[config.mk]
export PLATFORM = sky130hd
export DESIGN_NAME = sigc_byte_adder
export DESIGN_NICKNAME = d
export VERILOG_FILES = /design/src/rtl/sigc_pkg.sv /design/src/rtl/sigc_ctrl.sv /design/src/rtl/sigc_datapath.sv /design/src/rtl/sigc_byte_adder.sv
export SDC_FILE = /design/constraint.sdc
export NUM_CORES = 1
export LEC_CHECK = 0
export BUFFER_PORTS_ARGS = -buffer_cell sky130_fd_sc_hd__buf_2
export CAP_MARGIN = 20
export CORE_UTILIZATION = 45
export DETAILED_ROUTE_END_ITERATION = 10
export PLACE_DENSITY = 0.75
export REMOVE_ABC_BUFFERS = 1
export SLEW_MARGIN = 15
export SYNTH_ARGS = -nofsm -noshare
export SYNTH_HDL_FRONTEND = slang
export SYNTH_HIERARCHICAL = 1
export SYNTH_SLANG_ARGS = --single-unit
[constraint.sdc]
create_clock -name clk -period 5.62 [get_ports clk]
set_input_delay 1.124 -clock clk [delete_from_list [all_inputs] [get_ports clk]]
set_output_delay 1.124 -clock clk [all_outputs]
set_load 0.05 [all_outputs]
[src/rtl/sigc_pkg.sv]
package sigc_pkg;

  // Strobes from the sequencer to the datapath
  typedef struct packed {
    logic load;   // latch operands and clear results
    logic step;   // process the currently indexed byte
    logic last;   // indexed byte is the top one
  } sigcCtl_t;

  // How many operands carry real data at a position
  typedef enum logic [1:0] {
    CLS_NONE  = 2'd0,
    CLS_ONLYA = 2'd1,
    CLS_ONLYB = 2'd2,
    CLS_BOTH  = 2'd3
  } sigcClass_t;

endpackage

[src/rtl/sigc_ctrl.sv]
module sigc_ctrl
  import sigc_pkg::*;
#(
  parameter int NB = 4,
  localparam int IW = (NB > 1) ? $clog2(NB) : 1
) (
  input  logic          clk,
  input  logic          rstN,
  input  logic          start,
  output sigcCtl_t      ctl,
  output logic [IW-1:0] idx,
  output logic          busy,
  output logic          done
);

  logic lastPos;
  assign lastPos  = (idx == IW'(NB - 1));
  assign ctl.load = start && !busy;
  assign ctl.step = busy;
  assign ctl.last = busy && lastPos;

  always_ff @(posedge clk or negedge rstN) begin
    if (!rstN) begin
      busy <= 1'b0;
      idx  <= '0;
      done <= 1'b0;
    end else begin
      done <= ctl.step && ctl.last;
      if (ctl.load) begin
        busy <= 1'b1;
        idx  <= '0;
      end else if (ctl.step) begin
        if (lastPos) begin
          busy <= 1'b0;
          idx  <= '0;
        end else begin
          idx <= idx + IW'(1);
        end
      end
    end
  end

endmodule

[src/rtl/sigc_datapath.sv]
module sigc_datapath
  import sigc_pkg::*;
#(
  parameter int NB = 4,
  parameter int BW = 8,
  localparam int IW = (NB > 1) ? $clog2(NB) : 1,
  localparam int DW = NB * BW,
  localparam int CW = $clog2(NB + 1)
) (
  input  logic          clk,
  input  logic          rstN,
  input  sigcCtl_t      ctl,
  input  logic [IW-1:0] idx,
  input  logic [DW-1:0] opA,
  input  logic [NB-1:0] sigA,
  input  logic [DW-1:0] opB,
  input  logic [NB-1:0] sigB,
  output logic [DW-1:0] sumQ,
  output logic [NB-1:0] sigQ,
  output logic [CW-1:0] cntQ
);

  logic [DW-1:0] opAQ, opBQ;
  logic [NB-1:0] sigAQ, sigBQ;
  logic [BW-1:0] prevA, prevB, prevSum;
  logic          carryQ;

  logic [BW-1:0] byteA, byteB, effA, effB;
  logic          aLive, bLive;
  sigcClass_t    cls;
  logic          fullEn;
  logic [BW-1:0] resByte;
  logic          carryOut;
  logic          resSig;

  // one-significant helpers
  logic [BW-1:0] soloByte;
  logic          fillHi;

  always_comb begin
    byteA = opAQ[idx*BW +: BW];
    byteB = opBQ[idx*BW +: BW];
    aLive = (idx == '0) || sigAQ[idx];
    bLive = (idx == '0) || sigBQ[idx];
    effA  = aLive ? byteA : {BW{prevA[BW-1]}};
    effB  = bLive ? byteB : {BW{prevB[BW-1]}};
    cls   = sigcClass_t'({aLive, bLive} == 2'b11 ? CLS_BOTH :
                         aLive ? CLS_ONLYA : bLive ? CLS_ONLYB : CLS_NONE);
    fullEn   = ctl.step && (cls == CLS_BOTH);
    soloByte = aLive ? byteA : byteB;
    fillHi   = aLive ? prevB[BW-1] : prevA[BW-1];
    resByte  = '0;
    carryOut = 1'b0;
    unique case (cls)
      CLS_BOTH: begin
        {carryOut, resByte} = {1'b0, byteA} + {1'b0, byteB} + {{BW{1'b0}}, carryQ};
      end
      CLS_ONLYA, CLS_ONLYB: begin
        if (!fillHi) begin
          resByte  = carryQ ? soloByte + BW'(1) : soloByte;
          carryOut = carryQ && (soloByte == {BW{1'b1}});
        end else begin
          resByte  = carryQ ? soloByte : soloByte - BW'(1);
          carryOut = carryQ || (soloByte != '0);
        end
      end
      default: begin
        unique case ({prevA[BW-1], prevB[BW-1]})
          2'b00:   begin resByte = {{(BW-1){1'b0}}, carryQ}; carryOut = 1'b0;   end
          2'b11:   begin resByte = {{(BW-1){1'b1}}, carryQ}; carryOut = 1'b1;   end
          default: begin resByte = {BW{~carryQ}};            carryOut = carryQ; end
        endcase
      end
    endcase
    resSig = (idx == '0) || (resByte != {BW{prevSum[BW-1]}});
  end

  always_ff @(posedge clk or negedge rstN) begin
    if (!rstN) begin
      opAQ    <= '0;
      opBQ    <= '0;
      sigAQ   <= '0;
      sigBQ   <= '0;
      prevA   <= '0;
      prevB   <= '0;
      prevSum <= '0;
      carryQ  <= 1'b0;
      sumQ    <= '0;
      sigQ    <= '0;
      cntQ    <= '0;
    end else if (ctl.load) begin
      opAQ    <= opA;
      opBQ    <= opB;
      sigAQ   <= sigA;
      sigBQ   <= sigB;
      prevA   <= '0;
      prevB   <= '0;
      prevSum <= '0;
      carryQ  <= 1'b0;
      sumQ    <= '0;
      sigQ    <= '0;
      cntQ    <= '0;
    end else if (ctl.step) begin
      prevA   <= effA;
      prevB   <= effB;
      prevSum <= resByte;
      carryQ  <= carryOut;
      sumQ[idx*BW +: BW] <= resByte;
      sigQ[idx] <= resSig;
      cntQ    <= cntQ + CW'(fullEn);
    end
  end

endmodule

[src/rtl/sigc_byte_adder.sv]
module sigc_byte_adder
  import sigc_pkg::*;
#(
  parameter int NB = 4,
  parameter int BW = 8,
  localparam int IW = (NB > 1) ? $clog2(NB) : 1,
  localparam int DW = NB * BW,
  localparam int CW = $clog2(NB + 1)
) (
  input  logic          clk,
  input  logic          rstN,
  input  logic          start,
  input  logic [DW-1:0] opA,
  input  logic [NB-1:0] sigA,
  input  logic [DW-1:0] opB,
  input  logic [NB-1:0] sigB,
  output logic [DW-1:0] sumOut,
  output logic [NB-1:0] sumSig,
  output logic          done,
  output logic [CW-1:0] addCount
);

  sigcCtl_t      ctl;
  logic [IW-1:0] idx;
  logic          busy;

  sigc_ctrl #(.NB(NB)) ctrl_i (
    .clk(clk), .rstN(rstN), .start(start),
    .ctl(ctl), .idx(idx), .busy(busy), .done(done)
  );

  sigc_datapath #(.NB(NB), .BW(BW)) dp_i (
    .clk(clk), .rstN(rstN), .ctl(ctl), .idx(idx),
    .opA(opA), .sigA(sigA), .opB(opB), .sigB(sigB),
    .sumQ(sumOut), .sigQ(sumSig), .cntQ(addCount)
  );

endmodule

==> results.rst, run 1 <==
.. list-table::
   :header-rows: 1

   * - Metric
     - Value
   * - Critical path data arrival time
     - 4.77 ns
   * - Transition time at the pin with the least slew margin
     - 0.903 ns
   * - Total gr overflow
     - 0
   * - Routed WL per cell
     - 18.9 µm
   * - Layout Nets
     - 720
   * - Largest net degree at the start of global routing
     - 62
   * - Detailed Route WL
     - 15300 µm
   * - H-tree levels
     - 4
   * - Port bufs
     - 114
   * - DR vias/cell
     - 5.73
   * - Synth warnings
     - 6
   * - Path type of the worst min-delay path
     - reg -> reg
   * - Root buf cell
     - sky130_fd_sc_hd__clkbuf_16
   * - Number of synthesized register bits
     - 119
   * - Buffer count from post-CTS setup fixing
     - 0
   * - Buffers from clock root to sink, at most
     - 2
   * - Startpoint of the most critical setup path
     - ctrl_i/idx[1]
   * - Starting utilization of the core area
     - 46.8%
   * - Clk slew on worst S/H paths
     - 0.05 ns
   * - Total clock sinks
     - 119
   * - Count of vias placed by the detailed router
     - 4633
   * - Peak Freq
     - 222 MHz
   * - Async set-or-reset flop fraction in the synthesized netlist
     - 100%
   * - Wire length of the first global-routing pass
     - 25300 µm
   * - First-pass iteration count of the detailed router
     - 6
   * - Final cycle utilization of the critical path
     - 80.2%
   * - Width of the die
     - 120 µm
   * - Hold Fails Final Rpt
     - 0
   * - Number of flops mapped to enable cells by yosys
     - 0
   * - Pre-CTS worst setup slack
     - 1.18 ns
   * - Required time of the critical path
     - 5.88 ns
   * - Share of Yosys cell area claimed by the top area cell type
     - 47.5%
   * - Crit. End Element
     - register
   * - Cell with the most instances after synthesis
     - sky130_fd_sc_hd__dfrtp_1
   * - Final worst slack
     - 1.11 ns
   * - Number of library cell types mapped by synthesis
     - 67
   * - Prevailing post-synth register cell
     - sky130_fd_sc_hd__dfrtp_1
   * - Relative max-transition margin
     - 39.7%
   * - Kind of launch point of the worst setup path
     - register
   * - Standard-cell row count
     - 42
   * - Initial antenna violation count
     - 0
   * - Clock Skew
     - 0.00526 ns
   * - Die span in y
     - 120 µm
   * - Register Area
     - 2980 µm²
   * - Syn avg cell area
     - 12.4 µm²
   * - Die Area
     - 14400 µm²
   * - Weighted congestion at the end of routability-driven global placement
     - 0.932
   * - Via count of the first global-routing pass
     - 4811
   * - TritonCTS clock tree
     - yes
   * - Fill cell instance count of the final layout
     - 1140
   * - Most area-consuming cells after synthesis
     - sky130_fd_sc_hd__dfrtp_1 47%, sky130_fd_sc_hd__mux2_2 13%, sky130_fd_sc_hd__mux4_2 6.1%
   * - Sequential-to-total area share from yosys stat
     - 47.5%
   * - Reg-to-reg critical path startpoint
     - ctrl_i/idx[1]
   * - RSZ-0062 raised after global routing
     - no
   * - Largest driver fanout on the critical path
     - 21
   * - Post-detailed-route DRC marker count
     - 0
   * - Startpoint of the lowest-slack hold path
     - dp_i/sumQ[0]
   * - Diode count
     - 0
   * - Dominant cell type by area after synthesis
     - sky130_fd_sc_hd__dfrtp_1
   * - Hpwl dp
     - 11000 µm
   * - Fraction of layout instances using a drive strength above 1
     - 40.8%
   * - Hold-fix buffers at CTS
     - 0
   * - Hold Worst Slack
     - 0.480 ns
   * - Remaining antenna violation count after routing
     - 0
   * - Iteration-0 DRC count of the detailed router
     - 360
   * - Area of the core
     - 13400 µm²
   * - Cell Count Post-Placement
     - 778
   * - Top-level port count
     - 115
   * - Most frequent cells after synthesis
     - 119 x sky130_fd_sc_hd__dfrtp_1, 74 x sky130_fd_sc_hd__mux2_2, 32 x sky130_fd_sc_hd__nand2_1
   * - Total area of multi-input combinational cells
     - 3100 µm²
   * - Outcome
     - completed
   * - Max Slew Vio Count
     - 0
   * - Layout area overhead
     - 22.1%
   * - Design area
     - 7660 µm²
   * - Area after DPL
     - 6980 µm²
   * - Mapped Cells
     - 506
   * - Overall Global Routing Usage
     - 23.2%
   * - Finish-stage setup viols
     - 0
   * - Clock latency reported for the late side of the worst-skew pair
     - 0.42 ns
   * - Filler-free cell count of the finished design
     - 809
   * - Critical path start-end classification
     - reg -> reg
   * - Max Cap Viol
     - 0
   * - Final critical-path required period
     - 4.51 ns
   * - CTS buffer count
     - 17
   * - Post-cts repair resize count
     - 0
   * - Mapped cell area
     - 6270 µm²
[worst max-delay path: stages (launching register included)]
cell                        delay (ns)
sky130_fd_sc_hd__dfrtp_1          0.59
sky130_fd_sc_hd__inv_1            0.13
sky130_fd_sc_hd__ha_1             0.33
sky130_fd_sc_hd__or2_1            0.32
sky130_fd_sc_hd__o22a_4           0.36
sky130_fd_sc_hd__mux2i_4          0.26
sky130_fd_sc_hd__ha_1             0.21
sky130_fd_sc_hd__nor2b_1          0.14
sky130_fd_sc_hd__nor4b_2          0.19
sky130_fd_sc_hd__mux2i_2          0.23
sky130_fd_sc_hd__a21oi_1          0.10
sky130_fd_sc_hd__a32o_1           0.28
sky130_fd_sc_hd__a2111oi_2        0.41
sky130_fd_sc_hd__a21oi_1          0.20
sky130_fd_sc_hd__o41ai_2          0.50
sky130_fd_sc_hd__o31ai_1          0.11
[final timing paths]
path / to / slack [ns] / cells past startpoint
max reg2reg: dp_i/sigQ[2] / 1.11 / 15
min in group asynchronous: ctrl_i/done / 0.77 / 1
max: dp_i/sigQ[2] / 1.11 / 15
min: dp_i/sumQ[0] / 0.48 / 2
min reg2reg: dp_i/sumQ[0] / 0.48 / 2
max in group asynchronous: dp_i/opAQ[20] / 3.60 / 2
[logic make-up (layout without fill, tap and decap cells)]
group / count (synthesis) / count (layout) / share of synthesized area, %
fa+ha+maj: 24 / 24 / 5.15
flops: 119 / 119 / 47.5
simple gates: 106 / 106 / 8.68
mux: 112 / 112 / 23.2
buf+inv: 43 / 170 / 3.23
compound gates: 91 / 91 / 10.5
xor+xnor: 11 / 11 / 1.76
[registers in the layout, indices dropped and copies added, names as in the netlist]
register      flops
dp_i/carryQ       1
dp_i/cntQ         3
ctrl_i/done       1
dp_i/prevSum      1
ctrl_i/busy       1
dp_i/prevB        1
dp_i/sigQ         4
dp_i/opBQ        32
dp_i/sigBQ        4
dp_i/sigAQ        4
dp_i/sumQ        32
dp_i/opAQ        32
ctrl_i/idx        2
dp_i/prevA        1
[area by class of cell]
type,instances,share of cell area (%)
inverters,20,1.01
multi-input cells,344,40.4
flip-flops and latches,119,38.9
clock buffers,24,6.68
clock inverters,7,2.12
well taps,176,2.88
repair buffers,119,7.97
[metrics by stage]
| step | setup TNS (ns) | utilization [%] |
|---|---|---|
| 6_report | 0 | 57.1 |
| 5_1_grt | 0 | 57.1 |
| 4_1_cts | 0 | 57.1 |
| 3_5_place_dp | 0 | 52.1 |
| 3_3_place_gp | 0 | 52.1 |
| 2_1_floorplan | -15.59 | - |
[cells in the final DEF, fill, tap and decap left out, types with 6 or more instances in the layout]
master / n
sky130_fd_sc_hd__buf_4: 6
sky130_fd_sc_hd__inv_1: 18
sky130_fd_sc_hd__o21ai_0: 17
sky130_fd_sc_hd__a21oi_1: 19
sky130_fd_sc_hd__clkbuf_8: 6
sky130_fd_sc_hd__nand3_1: 7
sky130_fd_sc_hd__ha_1: 21
sky130_fd_sc_hd__nand2_1: 32
sky130_fd_sc_hd__a22o_1: 18
sky130_fd_sc_hd__mux2i_1: 16
sky130_fd_sc_hd__nor3_1: 10
sky130_fd_sc_hd__mux2_2: 74
sky130_fd_sc_hd__dfrtp_1: 119
sky130_fd_sc_hd__nor2_1: 23
sky130_fd_sc_hd__buf_2: 113
sky130_fd_sc_hd__mux4_2: 17
sky130_fd_sc_hd__clkbuf_16: 17
[per-layer routing]
layer	part of all wire, %	global-route usage [%]	vias to the layer above
met5	0	0	-
met4	2.6	9.84	0
met3	5.7	5.99	30
met2	50	37.9	189
met1	42	29.2	2314
li1	-	-	2100
Power of run 1 is left out: the tool's default activity adds up to more than one toggle a clock period on the data nets, which glitch-free logic cannot reach.
==> inputs of run 2 (changes only) <==
--- a/config.mk
+++ b/config.mk
@@ -5,11 +5,12 @@
 export SDC_FILE = /design/constraint.sdc
 export NUM_CORES = 1
 export LEC_CHECK = 0
+export ABC_AREA = 1
 export BUFFER_PORTS_ARGS = -buffer_cell sky130_fd_sc_hd__buf_2
 export CAP_MARGIN = 20
 export CORE_UTILIZATION = 45
 export DETAILED_ROUTE_END_ITERATION = 10
-export PLACE_DENSITY = 0.75
+export PLACE_DENSITY = 0.74
 export REMOVE_ABC_BUFFERS = 1
 export SLEW_MARGIN = 15
 export SYNTH_ARGS = -nofsm -noshare
==> constraint.sdc (replaced) <==
create_clock -name clk -period 4.6 [get_ports clk]
set_input_delay 0.92 -clock clk [delete_from_list [all_inputs] [get_ports clk]]
set_output_delay 0.92 -clock clk [all_outputs]
set_load 0.05 [all_outputs]
==> results.rst, run 2 <==
.. list-table::
   :header-rows: 1

   * - Metric
     - Value
   * - TritonCTS clock tree
     - yes
   * - Clock Skew
     - 0.00382 ns (-0.00144 ns)
   * - Mapped Cells
     - 924 (+83%)
   * - Relative max-transition margin
     - 61.3% (+22 points)
   * - Outcome
     - completed
   * - Overall Global Routing Usage
     - 23.8% (+0.59 points)
   * - Port bufs
     - 114 (unchanged)
   * - Worst path cell trace
     - inv_2 -> ha_1 -> buf_4 -> inv_1 -> buf_4 -> nand2_4 -> inv_1 -> ha_1 -> inv_1 -> nor2_1 -> inv_1 -> nand2_1 -> nor2_1 -> nand3_1 -> nor2_1 -> nand3_2 -> nand3_1 -> nand2_1
   * - Via count of the first global-routing pass
     - 5776 (+20%)
   * - Kind of launch point of the worst setup path
     - register
   * - Most frequent cells after synthesis
     - 421 x sky130_fd_sc_hd__nand2_1, 119 x sky130_fd_sc_hd__dfrtp_1, 78 x sky130_fd_sc_hd__nand3_1
   * - Standard-cell row count
     - 44 (+4.8%)
   * - Max Slew Vio Count
     - 0 (unchanged)
   * - Area fraction in and, or, nand and nor cells after synthesis
     - 35.0% (+26 points)
   * - Transition time at the pin with the least slew margin
     - 0.578 ns (-0.325 ns)
   * - Cell at the slowest stage of the critical path
     - sky130_fd_sc_hd__dfrtp_1
   * - Layout Nets
     - 1125 (+56%)
   * - Startpoint of the most critical setup path
     - ctrl_i/idx[1]
   * - Hold Fails Final Rpt
     - 0 (unchanged)
   * - Finish-stage setup viols
     - 0 (unchanged)
   * - Cell type with the highest occurrence count on the critical path
     - sky130_fd_sc_hd__inv_1
   * - Register Area
     - 2980 µm² (about the same)
   * - Max Cap Viol
     - 0 (unchanged)
   * - Largest net degree at the start of global routing
     - 61 (-1.6%)
   * - Starting utilization of the core area
     - 46.1% (-0.64 points)
   * - Async set-or-reset flop fraction in the synthesized netlist
     - 100% (unchanged)
   * - Peak Freq
     - 282 MHz (+27%)
   * - Initial antenna violation count
     - 0 (unchanged)
   * - Max incr delay on CP
     - 0.38 ns (-0.21 ns)
   * - Area of the core
     - 14500 µm² (+8.5%)
   * - Fill cell instance count of the final layout
     - 1480 (+30%)
   * - Root buf cell
     - sky130_fd_sc_hd__clkbuf_16
   * - Final cycle utilization of the critical path
     - 77.0% (-3.3 points)
   * - Number of synthesized register bits
     - 119 (unchanged)
   * - Share of Yosys cell area claimed by the top area cell type
     - 44.4% (-3.1 points)
   * - Hpwl dp
     - 12100 µm (+10%)
   * - Largest driver fanout on the critical path
     - 25 (+19%)
   * - Layer with the highest usage after global routing
     - met2
   * - Synth warnings
     - 6 (unchanged)
   * - Hold-fix buffers at CTS
     - 0 (unchanged)
   * - Most area-consuming cells after synthesis
     - sky130_fd_sc_hd__dfrtp_1 44%, sky130_fd_sc_hd__nand2_1 24%, sky130_fd_sc_hd__nand3_1 5.8%
   * - Total gr overflow
     - 0 (unchanged)
   * - Number of library cell types mapped by synthesis
     - 34 (-49%)
   * - Fraction of layout instances using a drive strength above 1
     - 17.4% (-23 points)
   * - Reg-to-reg critical path startpoint
     - ctrl_i/idx[1]
   * - Syn avg cell area
     - 7.26 µm² (-41%)
   * - Clk slew on worst S/H paths
     - 0.05 ns (about the same)
   * - Largest registers
     - dp_i/opAQ: 32 flops, dp_i/opBQ: 32 flops, dp_i/sumQ: 32 flops
   * - DR vias/cell
     - 5.07 (-11%)
   * - CTS buffer count
     - 17 (unchanged)
   * - Met3 track utilization from global routing
     - 4.40% (-1.6 points)
   * - Critical path start-end classification
     - reg -> reg
   * - Number of flops mapped to enable cells by yosys
     - 0 (unchanged)
   * - Count of vias placed by the detailed router
     - 6203 (+34%)
   * - Detailed Route WL
     - 16900 µm (+11%)
   * - Prevailing post-synth register cell
     - sky130_fd_sc_hd__dfrtp_1
   * - Synth Area in Compound Gates
     - 8.43% (-2.0 points)
   * - Xor/xnor share of the synthesized area
     - 0.261% (-1.5 points)
   * - Delay-heaviest family, CP
     - buffers and inverters
   * - Buffers from clock root to sink, at most
     - 2 (unchanged)
   * - Crit. End Element
     - register
   * - Layout area overhead
     - 18.8%
   * - Width of the die
     - 124 µm (+3.4%)
   * - Dominant cell type by area after synthesis
     - sky130_fd_sc_hd__dfrtp_1
   * - H-tree levels
     - 4 (unchanged)
   * - Post-cts repair resize count
     - 0 (unchanged)
   * - Iteration-0 DRC count of the detailed router
     - 481 (+34%)
   * - Die span in y
     - 124 µm (+3.4%)
   * - RSZ-0062 raised after global routing
     - no
   * - Path type of the worst min-delay path
     - reg -> reg
   * - Buffer count from post-CTS setup fixing
     - 0 (unchanged)
   * - Share of cell area taken by muxes after synthesis
     - 0% (-23 points)
   * - Final critical-path required period
     - 3.54 ns (-0.969 ns)
   * - Post-detailed-route DRC marker count
     - 0 (unchanged)
   * - Total negative slack
     - 0 ns (unchanged)
   * - Mapped cell area
     - 6710 µm² (+7.0%)
   * - Arithmetic-cell share of the synthesized area counting full adders, half adders and majority gates
     - 4.81% (-0.34 points)
   * - Die Area
     - 15400 µm² (+6.9%)
   * - Total clock sinks
     - 119 (unchanged)
   * - First-pass iteration count of the detailed router
     - 4 (-2)
   * - Remaining antenna violation count after routing
     - 0 (unchanged)
   * - Wire length of the first global-routing pass
     - 28200 µm (+12%)
   * - Cell with the most instances after synthesis
     - sky130_fd_sc_hd__nand2_1
   * - Met1 usage
     - 31.9% (+2.7 points)
   * - Top-level port count
     - 115 (unchanged)
   * - Total area of multi-input combinational cells
     - 3260 µm² (+5.3%)
   * - Required time of the critical path
     - 4.90 ns (-0.98 ns)
   * - Combinational family with the most area after synthesis
     - simple AND/OR/NAND/NOR gates
   * - Weighted congestion at the end of routability-driven global placement
     - 0.946 (+1.5%)
   * - Commonest cells after routing, fill and taps aside
     - 421 x sky130_fd_sc_hd__nand2_1, 118 x sky130_fd_sc_hd__dfrtp_1, 113 x sky130_fd_sc_hd__buf_2, 78 x sky130_fd_sc_hd__nand3_1, 61 x sky130_fd_sc_hd__inv_1
   * - Buffering stage count on the worst path with inverters included
     - 7 (+6)
   * - Most common cell after layout, fill and taps aside
     - sky130_fd_sc_hd__nand2_1
   * - Sequential-to-total area share from yosys stat
     - 44.4% (-3.1 points)
   * - Startpoint of the lowest-slack hold path
     - dp_i/opAQ[15]
   * - Routed WL per cell
     - 13.8 µm (-27%)
   * - Diode count
     - 0 (unchanged)
   * - Critical path data arrival time
     - 3.84 ns (-0.93 ns)
   * - Routing usage on met2
     - 38.4% (+0.54 points)
   * - Clock latency reported for the late side of the worst-skew pair
     - 0.41 ns (about the same)
==> run 2: cell types whose count changed after synthesis, sizes merged, moves of 5 or more <==
cell / change
mux4: -17
a22o: -18
inv: +45
buf: +12
nand4: +7
clkbuf: +5
mux2: -75
and2: -5
mux2i: -20
nor2: +18
nor3: -6
nand3: +75
nand2: +397
o21ai: +49
==> run 2: layout make-up <==
| class | count | share of cell area (%) |
|---|---|---|
| clock inverters | 13 | 1.95 |
| flip-flops and latches | 119 | 37.4 |
| inverters | 68 | 3.24 |
| repair buffers | 123 | 8.04 |
| multi-input cells | 697 | 40.9 |
| well taps | 184 | 2.89 |
| clock buffers | 19 | 5.56 |
==> run 2: per-stage QoR <==
step	utilization (%)	hold WS, ns	area, µm²	cells	setup slack (ns)
floorplan	-	0.437	6490	884	-1.83
global placement	50.7	0.448	7370	1191	1.21
detailed placement	50.7	0.453	7370	1191	1.12
CTS	54.8	0.467	7970	1223	1.11
global route	54.8	0.489	7970	1223	0.718
finish	54.8	0.465	7970	1223	1.06
==> run 2: worst paths after layout <==
| kind | endpoint | slack [ns] | cells after the start |
|---|---|---|---|
| max in group asynchronous | dp_i/opAQ[24] | 3.18 | 2 |
| hold reg to reg | dp_i/opAQ[15] | 0.47 | 2 |
| setup / recovery | dp_i/sigQ[1] | 1.06 | 18 |
| setup reg to reg | dp_i/sigQ[1] | 1.06 | 18 |
| hold / removal | dp_i/opAQ[15] | 0.47 | 2 |
| min in group asynchronous | dp_i/opAQ[3] | 0.50 | 1 |
==> run 2: cell families after synthesis <==
family	after synthesis
and+or+nand+nor	569
DFF	119
buffers and inverters	108
AOI/OAI and AO/OA	102
adders and majority gates	24
xor gates and xnor gates	2
==> run 2: worst register-to-register path, cell delays in order, from the launching register on <==
cell	delay (ns)
sky130_fd_sc_hd__dfrtp_1	0.38
sky130_fd_sc_hd__inv_2	0.33
sky130_fd_sc_hd__ha_1	0.24
sky130_fd_sc_hd__buf_4	0.20
sky130_fd_sc_hd__inv_1	0.06
sky130_fd_sc_hd__buf_4	0.21
sky130_fd_sc_hd__nand2_4	0.23
sky130_fd_sc_hd__inv_1	0.15
sky130_fd_sc_hd__ha_1	0.26
sky130_fd_sc_hd__inv_1	0.21
sky130_fd_sc_hd__nor2_1	0.09
sky130_fd_sc_hd__inv_1	0.28
sky130_fd_sc_hd__nand2_1	0.18
sky130_fd_sc_hd__nor2_1	0.13
sky130_fd_sc_hd__nand3_1	0.08
sky130_fd_sc_hd__nor2_1	0.15
sky130_fd_sc_hd__nand3_2	0.12
sky130_fd_sc_hd__nand3_1	0.08
sky130_fd_sc_hd__nand2_1	0.05
==> run 2: routing by layer <==
| metal | part of all wire [%] | up-vias |
|---|---|---|
| met2 | 46 | 202 |
| met1 | 47 | 2817 |
| li1 | - | 3158 |
| met5 | 0 | - |
| met3 | 5.0 | 26 |
| met4 | 1.7 | 0 |
Power of run 2 is left out for the same reason.
